### src/rtl/busclk_pkg.sv
package busclk_pkg;

    localparam int SEL_W    = 5;
    localparam int NUM_SRC  = 11;
    localparam int RSVD_SRC = 4;
    localparam int DIV_W    = 3;
    localparam int MAX_RATIO = 64;
    localparam int RATIO_W  = $clog2(MAX_RATIO) + 1;

    typedef enum logic [DIV_W-1:0] {
        DIV_BY1  = 3'd0,
        DIV_BY2  = 3'd1,
        DIV_BY4  = 3'd2,
        DIV_BY8  = 3'd3,
        DIV_BY16 = 3'd4,
        DIV_BY32 = 3'd5,
        DIV_BY64 = 3'd6,
        DIV_BY3  = 3'd7
    } div_code_e;

    typedef struct packed {
        logic [SEL_W-1:0] sel;
        div_code_e        div;
    } div_cfg_t;

    // Ratio for a divisor code; code 7 is the odd ratio.
    function automatic logic [RATIO_W-1:0] ratio_of(input div_code_e code);
        logic [RATIO_W-1:0] r;
        if (code == DIV_BY3) r = RATIO_W'(3);
        else                 r = RATIO_W'(1) << code;
        return r;
    endfunction

    // A source index may be routed when it exists and is not reserved.
    function automatic logic src_routable(input int idx);
        return (idx < NUM_SRC) && (idx != RSVD_SRC);
    endfunction

endpackage

### src/rtl/busclk_src_select.sv
module busclk_src_select
    import busclk_pkg::*;
#(
    parameter int N_SRC = NUM_SRC,
    parameter int SW    = SEL_W
) (
    input  logic [SW-1:0]    src_sel,
    input  logic [N_SRC-1:0] src_tick,
    output logic             sel_tick
);
    logic [N_SRC-1:0] hit;

    for (genvar i = 0; i < N_SRC; i++) begin : g_route
        if (src_routable(i)) begin : g_live
            assign hit[i] = (src_sel == SW'(i)) && src_tick[i];
        end else begin : g_dead
            assign hit[i] = 1'b0;
        end
    end

    assign sel_tick = |hit;
endmodule

### src/rtl/busclk_cfg_track.sv
module busclk_cfg_track
    import busclk_pkg::*;
(
    input  logic     clk,
    input  logic     rst,
    input  div_cfg_t cfg_in,
    output logic     restart
);
    div_cfg_t cfg_q;

    always_ff @(posedge clk) begin
        if (rst) cfg_q <= '{sel: '0, div: DIV_BY1};
        else     cfg_q <= cfg_in;
    end

    assign restart = (cfg_in != cfg_q);
endmodule

### src/rtl/busclk_tick_counter.sv
module busclk_tick_counter
    import busclk_pkg::*;
#(
    parameter int RW = RATIO_W
) (
    input  logic          clk,
    input  logic          rst,
    input  logic          enable,
    input  logic          restart,
    input  logic          sel_tick,
    input  logic [RW-1:0] ratio,
    output logic [RW-1:0] cnt,
    output logic          tick_out
);
    logic period_end;
    assign period_end = (cnt == ratio - RW'(1));

    always_ff @(posedge clk) begin
        if (rst) begin
            cnt      <= '0;
            tick_out <= 1'b0;
        end else if (!enable || restart) begin
            cnt      <= '0;
            tick_out <= 1'b0;
        end else if (sel_tick) begin
            cnt      <= period_end ? '0 : cnt + RW'(1);
            tick_out <= period_end;
        end else begin
            tick_out <= 1'b0;
        end
    end
endmodule

### src/rtl/busclk_tick_divider.sv
module busclk_tick_divider
    import busclk_pkg::*;
#(
    parameter int N_SRC = NUM_SRC,
    parameter int SW    = SEL_W
) (
    input  logic             clk,
    input  logic             rst,
    input  logic [SW-1:0]    src_sel,
    input  logic [2:0]       div_code,
    input  logic             enable,
    input  logic [N_SRC-1:0] src_tick,
    output logic             tick_out
);
    localparam int RW = RATIO_W;

    div_cfg_t      cfg;
    logic          sel_tick;
    logic          restart;
    logic [RW-1:0] ratio;
    logic [RW-1:0] cnt;

    assign cfg.sel = SEL_W'(src_sel);
    assign cfg.div = div_code_e'(div_code);
    assign ratio   = ratio_of(cfg.div);

    busclk_src_select #(.N_SRC(N_SRC), .SW(SW)) u_sel (
        .src_sel  (src_sel),
        .src_tick (src_tick),
        .sel_tick (sel_tick)
    );

    busclk_cfg_track u_cfg (
        .clk     (clk),
        .rst     (rst),
        .cfg_in  (cfg),
        .restart (restart)
    );

    busclk_tick_counter #(.RW(RW)) u_cnt (
        .clk      (clk),
        .rst      (rst),
        .enable   (enable),
        .restart  (restart),
        .sel_tick (sel_tick),
        .ratio    (ratio),
        .cnt      (cnt),
        .tick_out (tick_out)
    );
endmodule

### config.mk
export PLATFORM = sky130hd
export DESIGN_NAME = busclk_tick_divider
export DESIGN_NICKNAME = d
export VERILOG_FILES = /design/src/rtl/busclk_pkg.sv /design/src/rtl/busclk_src_select.sv /design/src/rtl/busclk_cfg_track.sv /design/src/rtl/busclk_tick_counter.sv /design/src/rtl/busclk_tick_divider.sv
export SDC_FILE = /design/constraint.sdc
export NUM_CORES = 1
export LEC_CHECK = 0
export BUFFER_PORTS_ARGS = -buffer_cell sky130_fd_sc_hd__buf_4
export CAP_MARGIN = 30
export CORE_AREA = 2 2 47 49
export CTS_CLUSTER_DIAMETER = 40
export DETAILED_ROUTE_END_ITERATION = 8
export DIE_AREA = 0 0 49 51
export PLACE_DENSITY = 0.76
export SETUP_SLACK_MARGIN = 0.4
export SYNTH_ARGS = -nofsm -noshare
export SYNTH_HDL_FRONTEND = slang
export SYNTH_SLANG_ARGS = --single-unit
### constraint.sdc
create_clock -name clk -period 2.3 [get_ports clk]
set_input_delay 0.115 -clock clk [delete_from_list [all_inputs] [get_ports clk]]
set_output_delay 0.115 -clock clk [all_outputs]
set_load 0.02 [all_outputs]
# Word-level counts from Yosys, hierarchy flattened

Index checks and enable logic that the tools add are counted.

Flip-flop bits (word level): 16
Latch bits: 0
Bits in writable memories: 0
Memory bits (read-only): 0
Bits of input ports: 22
Output and inout port bits: 1
Logic and storage cells: 38
Memories kept: 0

$add $sub $neg: 2
Multipliers: 0
Divide/modulo/power cells: 0
$lt $le $gt $ge: 0
Equality and inequality tests: 12
Shift operators: 1
Mux-type cells: 2
Bitwise gates (word level): 1
Reduce and logical (&&, ||, !) cells: 16

Operator list:

| cell                | count |
|---|---|
| $eq 5x3->1 const B  | 3 |
| $eq 5x4->1 const B  | 3 |
| $mux 7              | 2 |
| $eq 5x2->1 const B  | 2 |
| $logic_and 1x1->1   | 10 |
| $reduce_or 10->1    | 1 |
| $ne 8x8->1          | 1 |
| $add 7x1->7 const B | 1 |
| $eq 7x7->1          | 1 |
| $shl 1x3->7 const A | 1 |
| $sub 7x1->7 const B | 1 |
| $eq 5x1->1 const B  | 1 |
| $logic_not 5->1     | 1 |
| $eq 3x3->1 const B  | 1 |
| $reduce_or 3->1     | 1 |
| $reduce_or 2->1     | 1 |
| $logic_not 1->1     | 1 |
| $logic_or 1x1->1    | 1 |
| $not 1->1           | 1 |

# Logic depth before layout (Yosys ltp)

Depth in word-level cells: 5
Depth in mapped cells: 8

# By module

A second synthesis with hierarchy kept.

Cells, all modules: 115
Area, all modules: 1064.8 um^2

By module, submodules not included:

| module              | instances | cells each | area an instance (um^2) |
|---|---|---|---|
| busclk_tick_counter | 1         | 62         | 554.3 |
| busclk_cfg_track    | 1         | 27         | 296.5 |
| busclk_src_select   | 1         | 15         | 141.4 |
| busclk_tick_divider | 1         | 11         | 72.6 |

# Least setup slack after synthesis

Ideal clock, no wire load.

Kind: reg-to-reg
Start point: reg u_cnt.cnt[0]
End point: reg u_cnt.cnt[0]
Library setup time: 132 ps
Arrival time: 1675 ps
Required time: 2168 ps
Path slack: 493 ps
Cell stages (with the launch flop): 6
Clock period less this slack: 1807 ps
Path through: dfxtp_1 -> or4_1 -> a31oi_1 -> a31oi_1 -> o41ai_4 -> nor2_1

Longest elaborated chain between the ends: 2
Elaborated cells between the ends (all ways): 3
Classes of those cells: add/sub: 1; eq/ne: 1; mux: 1

RTL lines:

| what                                             | line                                                 | source |
|---|---|---|
| start, declared                                  | busclk_tick_counter.sv:12                            | `output logic [RW-1:0] cnt,` |
| start signal, assigned                           | busclk_tick_counter.sv:26                            | `cnt <= period_end ? '0 : cnt + RW'(1);` |
| $add 7x1->7 / $eq 7x7->1 (equally long branches) | busclk_tick_counter.sv:26, busclk_tick_counter.sv:16 |  |
| $mux 7 *                                         | busclk_tick_counter.sv:26                            |  |

Mark *: on every way between the ends. The rest lies on a longest branch, timed or not.
A chain may end at the register's enable or synchronous reset.

# Worst setup path in the final report

Start point: reg u_cnt.cnt[0]
End point: reg u_cnt.cnt[5]

The elaborated chain is that of the path after synthesis.

==> summary.md <==
| Metric | Value |
|---|---|
| CORE AREA | `2063 sq um` |
| Cell Area, Synth | `roughly 1000 sq um` |
| Detailed-router iteration count before antenna repair | `4` |
| FMAX | `543.5 MHz` |
| Setup Skew | `approximately 0.0034 ns` |
| Buffers and inverters on the worst path | `1` |
| WP data required | `2.49 ns` |
| CP endpoint kind | `flop` |
| Final setup vio count | `0` |
| Syn Nets | `136` |
| Num CTS Buffers | `3` |
| Count of pins over their slew limit | `0` |
| Post-Route WL | `1896 um` |
| Worst hold-check path type | `in2reg` |
| Largest net degree at the start of global routing | `12` |
| Xor and xnor fraction of the mapped netlist area | `0.1833` |
| Final layout net count | `around 160` |
| Initial DRC count | `6` |
| Grt ovf | `0` |
| Clk_lat worst skew | `0.29 ns` |
| Crit-path max cell delay | `approximately 0.52 ns` |
| Initial Util | `0.4864` |
| Syn Inst Count | `110` |
| Num rows | `17` |
| Main combinational cell family by area after synthesis | `simple AND/OR/NAND/NOR gates` |
| Initial antenna violation count | `0` |
| Delay-heaviest family, CP | `compound AO/OA/AOI/OAI gates` |
| Synth top cells by count | `dfxtp_1, nor2_1, xnor2_1` |
| Number of global-route vias before repair | `slightly below 800` |
| CTS clock-pin slew for the worst setup and hold paths | `0.10 ns` |
| VDD IR max | `between 0.3 and 0.4 mV` |
| TritonCTS Sinks | `16` |
| Synth top area cells | `dfxtp_1, xnor2_1, xor2_1` |
| Sum of negative setup slack | `0 ns` |
| Post-DP HPWL | `1464 um` |
| H-Tree Depth | `1` |
| # DRC | `0` |
| Crit-path max FO | `8` |
| Die Wd | `between 40 and 50 um` |
| Synth Register Bits | `16` |
| Finished Layout Cells | `159` |
| Synth top area share | `0.3192` |
| Sequential share of the synthesized area | `0.3192` |
| Worst path arrival time | `2.03 ns` |
| Static leakage | `roughly 0.47 nW` |
| CP max stage cell | `or4_1` |
| Die Height | `51 um` |
| First-pass GRT wire length | `about 3300 um` |
| Number of flops mapped to enable cells by yosys | `0` |
| Layout cell share with drive strength beyond 1 | `0.2519` |
| Syn-to-layout area delta | `22.57%` |
| Yosys cell types | `33` |
| Critical path class | `reg2reg` |
| Mux contribution to synthesized area | `0.05985` |
| Status | `finished, final reports clean` |
| Power per Cell Area | `between 400 and 500 nW/um^2` |
| Maxcap violations | `0` |
| Post-DR wirelength/cell | `between 10 and 15 um` |
| Compound-Gate Fraction of Synth Area | `0.09601` |
| Fraction of registers with async set or reset after synthesis | `0` |
| Num ports | `23` |
| Avg Vias per Cell | `between 5 and 6` |
| Slew @ Worst Pin | `0.3489 ns` |
| Hold Fails Final Rpt | `0` |
| CTS tree | `built` |
| Area leader, netlist | `dfxtp_1` |
| Antenna Violating Nets Remaining | `0` |
| Final Wtd Congestion | `between 0.7 and 0.8` |
| CTS root buf | `clkbuf_4` |
| Rel. slew slack | `0.7664` |
| Port-buffer cells | `21` |
| Most common cell in the netlist | `dfxtp_1` |
| Synth Area in Adders | `0.04988` |
| Final period util | `0.8000` |
| Vias | `just over 800` |
| Syn_area_per_cell | `9.122 sq um` |
| Synth Warn # | `0` |
| ANT cells | `0` |
| RSZ-0062 raised after global routing | `no` |
| Total global-route track usage | `0.1676` |
| Crit-path cells | `or4_1, a31oi_1, a31oi_2, o41ai_4, buf_4, nor2_1` |
| Post-Synth Simple-Gate Area | `0.2382` |
| Clock Path Buffers | `2` |
| Die area | `2499 sq um` |
| Placed insts | `154` |
| Main flop type after synthesis | `dfxtp_1` |
| Fill cell count | `200` |
| Crit start category | `flop` |
| Minimum clock period | `1.840 ns` |
final timing paths:
kind,start,endpoint,slack (ns),cells after the start
setup reg to reg,u_cnt.cnt[0],u_cnt.cnt[5],0.46,6
setup / recovery,u_cnt.cnt[0],u_cnt.cnt[5],0.46,6
hold reg to reg,u_cnt.cnt[6],u_cnt.cnt[6],0.56,2
hold / removal,rst,u_cfg.cfg_q[1],0.06,2
area by class of cell:
cell class                 count  area [sq um]  area share
tap                           28         35.03     0.02848
sequential                    16         324.1      0.2635
multi-input combinational     84         650.6      0.5290
inverter                       5         18.77     0.01526
timing repair buffer          22         165.2      0.1343
clock buffer                   4         36.28     0.02950
logic make-up after synthesis:
| kind of cell | after synthesis |
|---|---|
| muxes | 6 |
| xor gates and xnor gates | 21 |
| AOI/OAI and AO/OA | 11 |
| DFF | 16 |
| adders and majority gates | 4 |
| buffers and inverters | 10 |
| and+or+nand+nor | 42 |
power by group:
part	internal [mW]	switching (mW)	total, mW
combinational	0.0574	0.0548	0.112
clock	0.0964	0.0924	0.189
sequential	0.283	0.00309	0.286
sequential cells by signal, indices dropped and copies added (netlist names):
register        count
u_cfg.cfg_q         8
u_cnt.cnt           7
u_cnt.tick_out      1
stage by stage:
step | hold slack [ns] | power, mW | utilization | worst slack [ns] | instance area, sq um
3_5_place_dp | 0.3583 | 0.4022 | 0.5628 | 0.3068 | 1161
6_report | 0.06348 | 0.5872 | 0.5961 | 0.4600 | 1230
4_1_cts | 0.04617 | 0.5887 | 0.5804 | 0.4346 | 1197
2_1_floorplan | 0.1817 | 0.3642 | - | 0.4934 | 1003
3_3_place_gp | 0.3473 | 0.3985 | 0.5628 | 0.3561 | 1161
5_1_grt | 0.05872 | 0.6179 | 0.5961 | 0.3679 | 1230
layer usage:
metal	global-route usage	wire (um)	vias up
met5	0	0	-
met4	0.02857	6	0
met3	0.05263	80	2
met2	0.3082	1019	17
met1	0.1928	790	382
li1	-	-	421
worst reg2reg max path: stages, from the launching register on:
cell	delay, ns
dfxtp_4	0.39
or4_1	0.52
a31oi_1	0.18
a31oi_2	0.08
o41ai_4	0.33
buf_4	0.19
nor2_1	0.05
cells in the final DEF, fill, tap and decap left out, types with 3 or more instances in the layout:
master / n
mux2i_1: 6
clkbuf_4: 3
nor2_1: 14
xnor2_1: 14
xor2_1: 7
dfxtp_1: 15
inv_1: 5
ha_1: 4
nand4_1: 3
buf_4: 22
nor2b_1: 5
nand3_1: 5
timing repair:
action,4_1_cts,5_1_grt
gates resized for setup,0,5
setup buffers,0,1
setup endpoints to repair,7,7
hold buffers,0,0
pin swaps,1,3
cloned,0,0
Power figures use the tool's default switching activity.
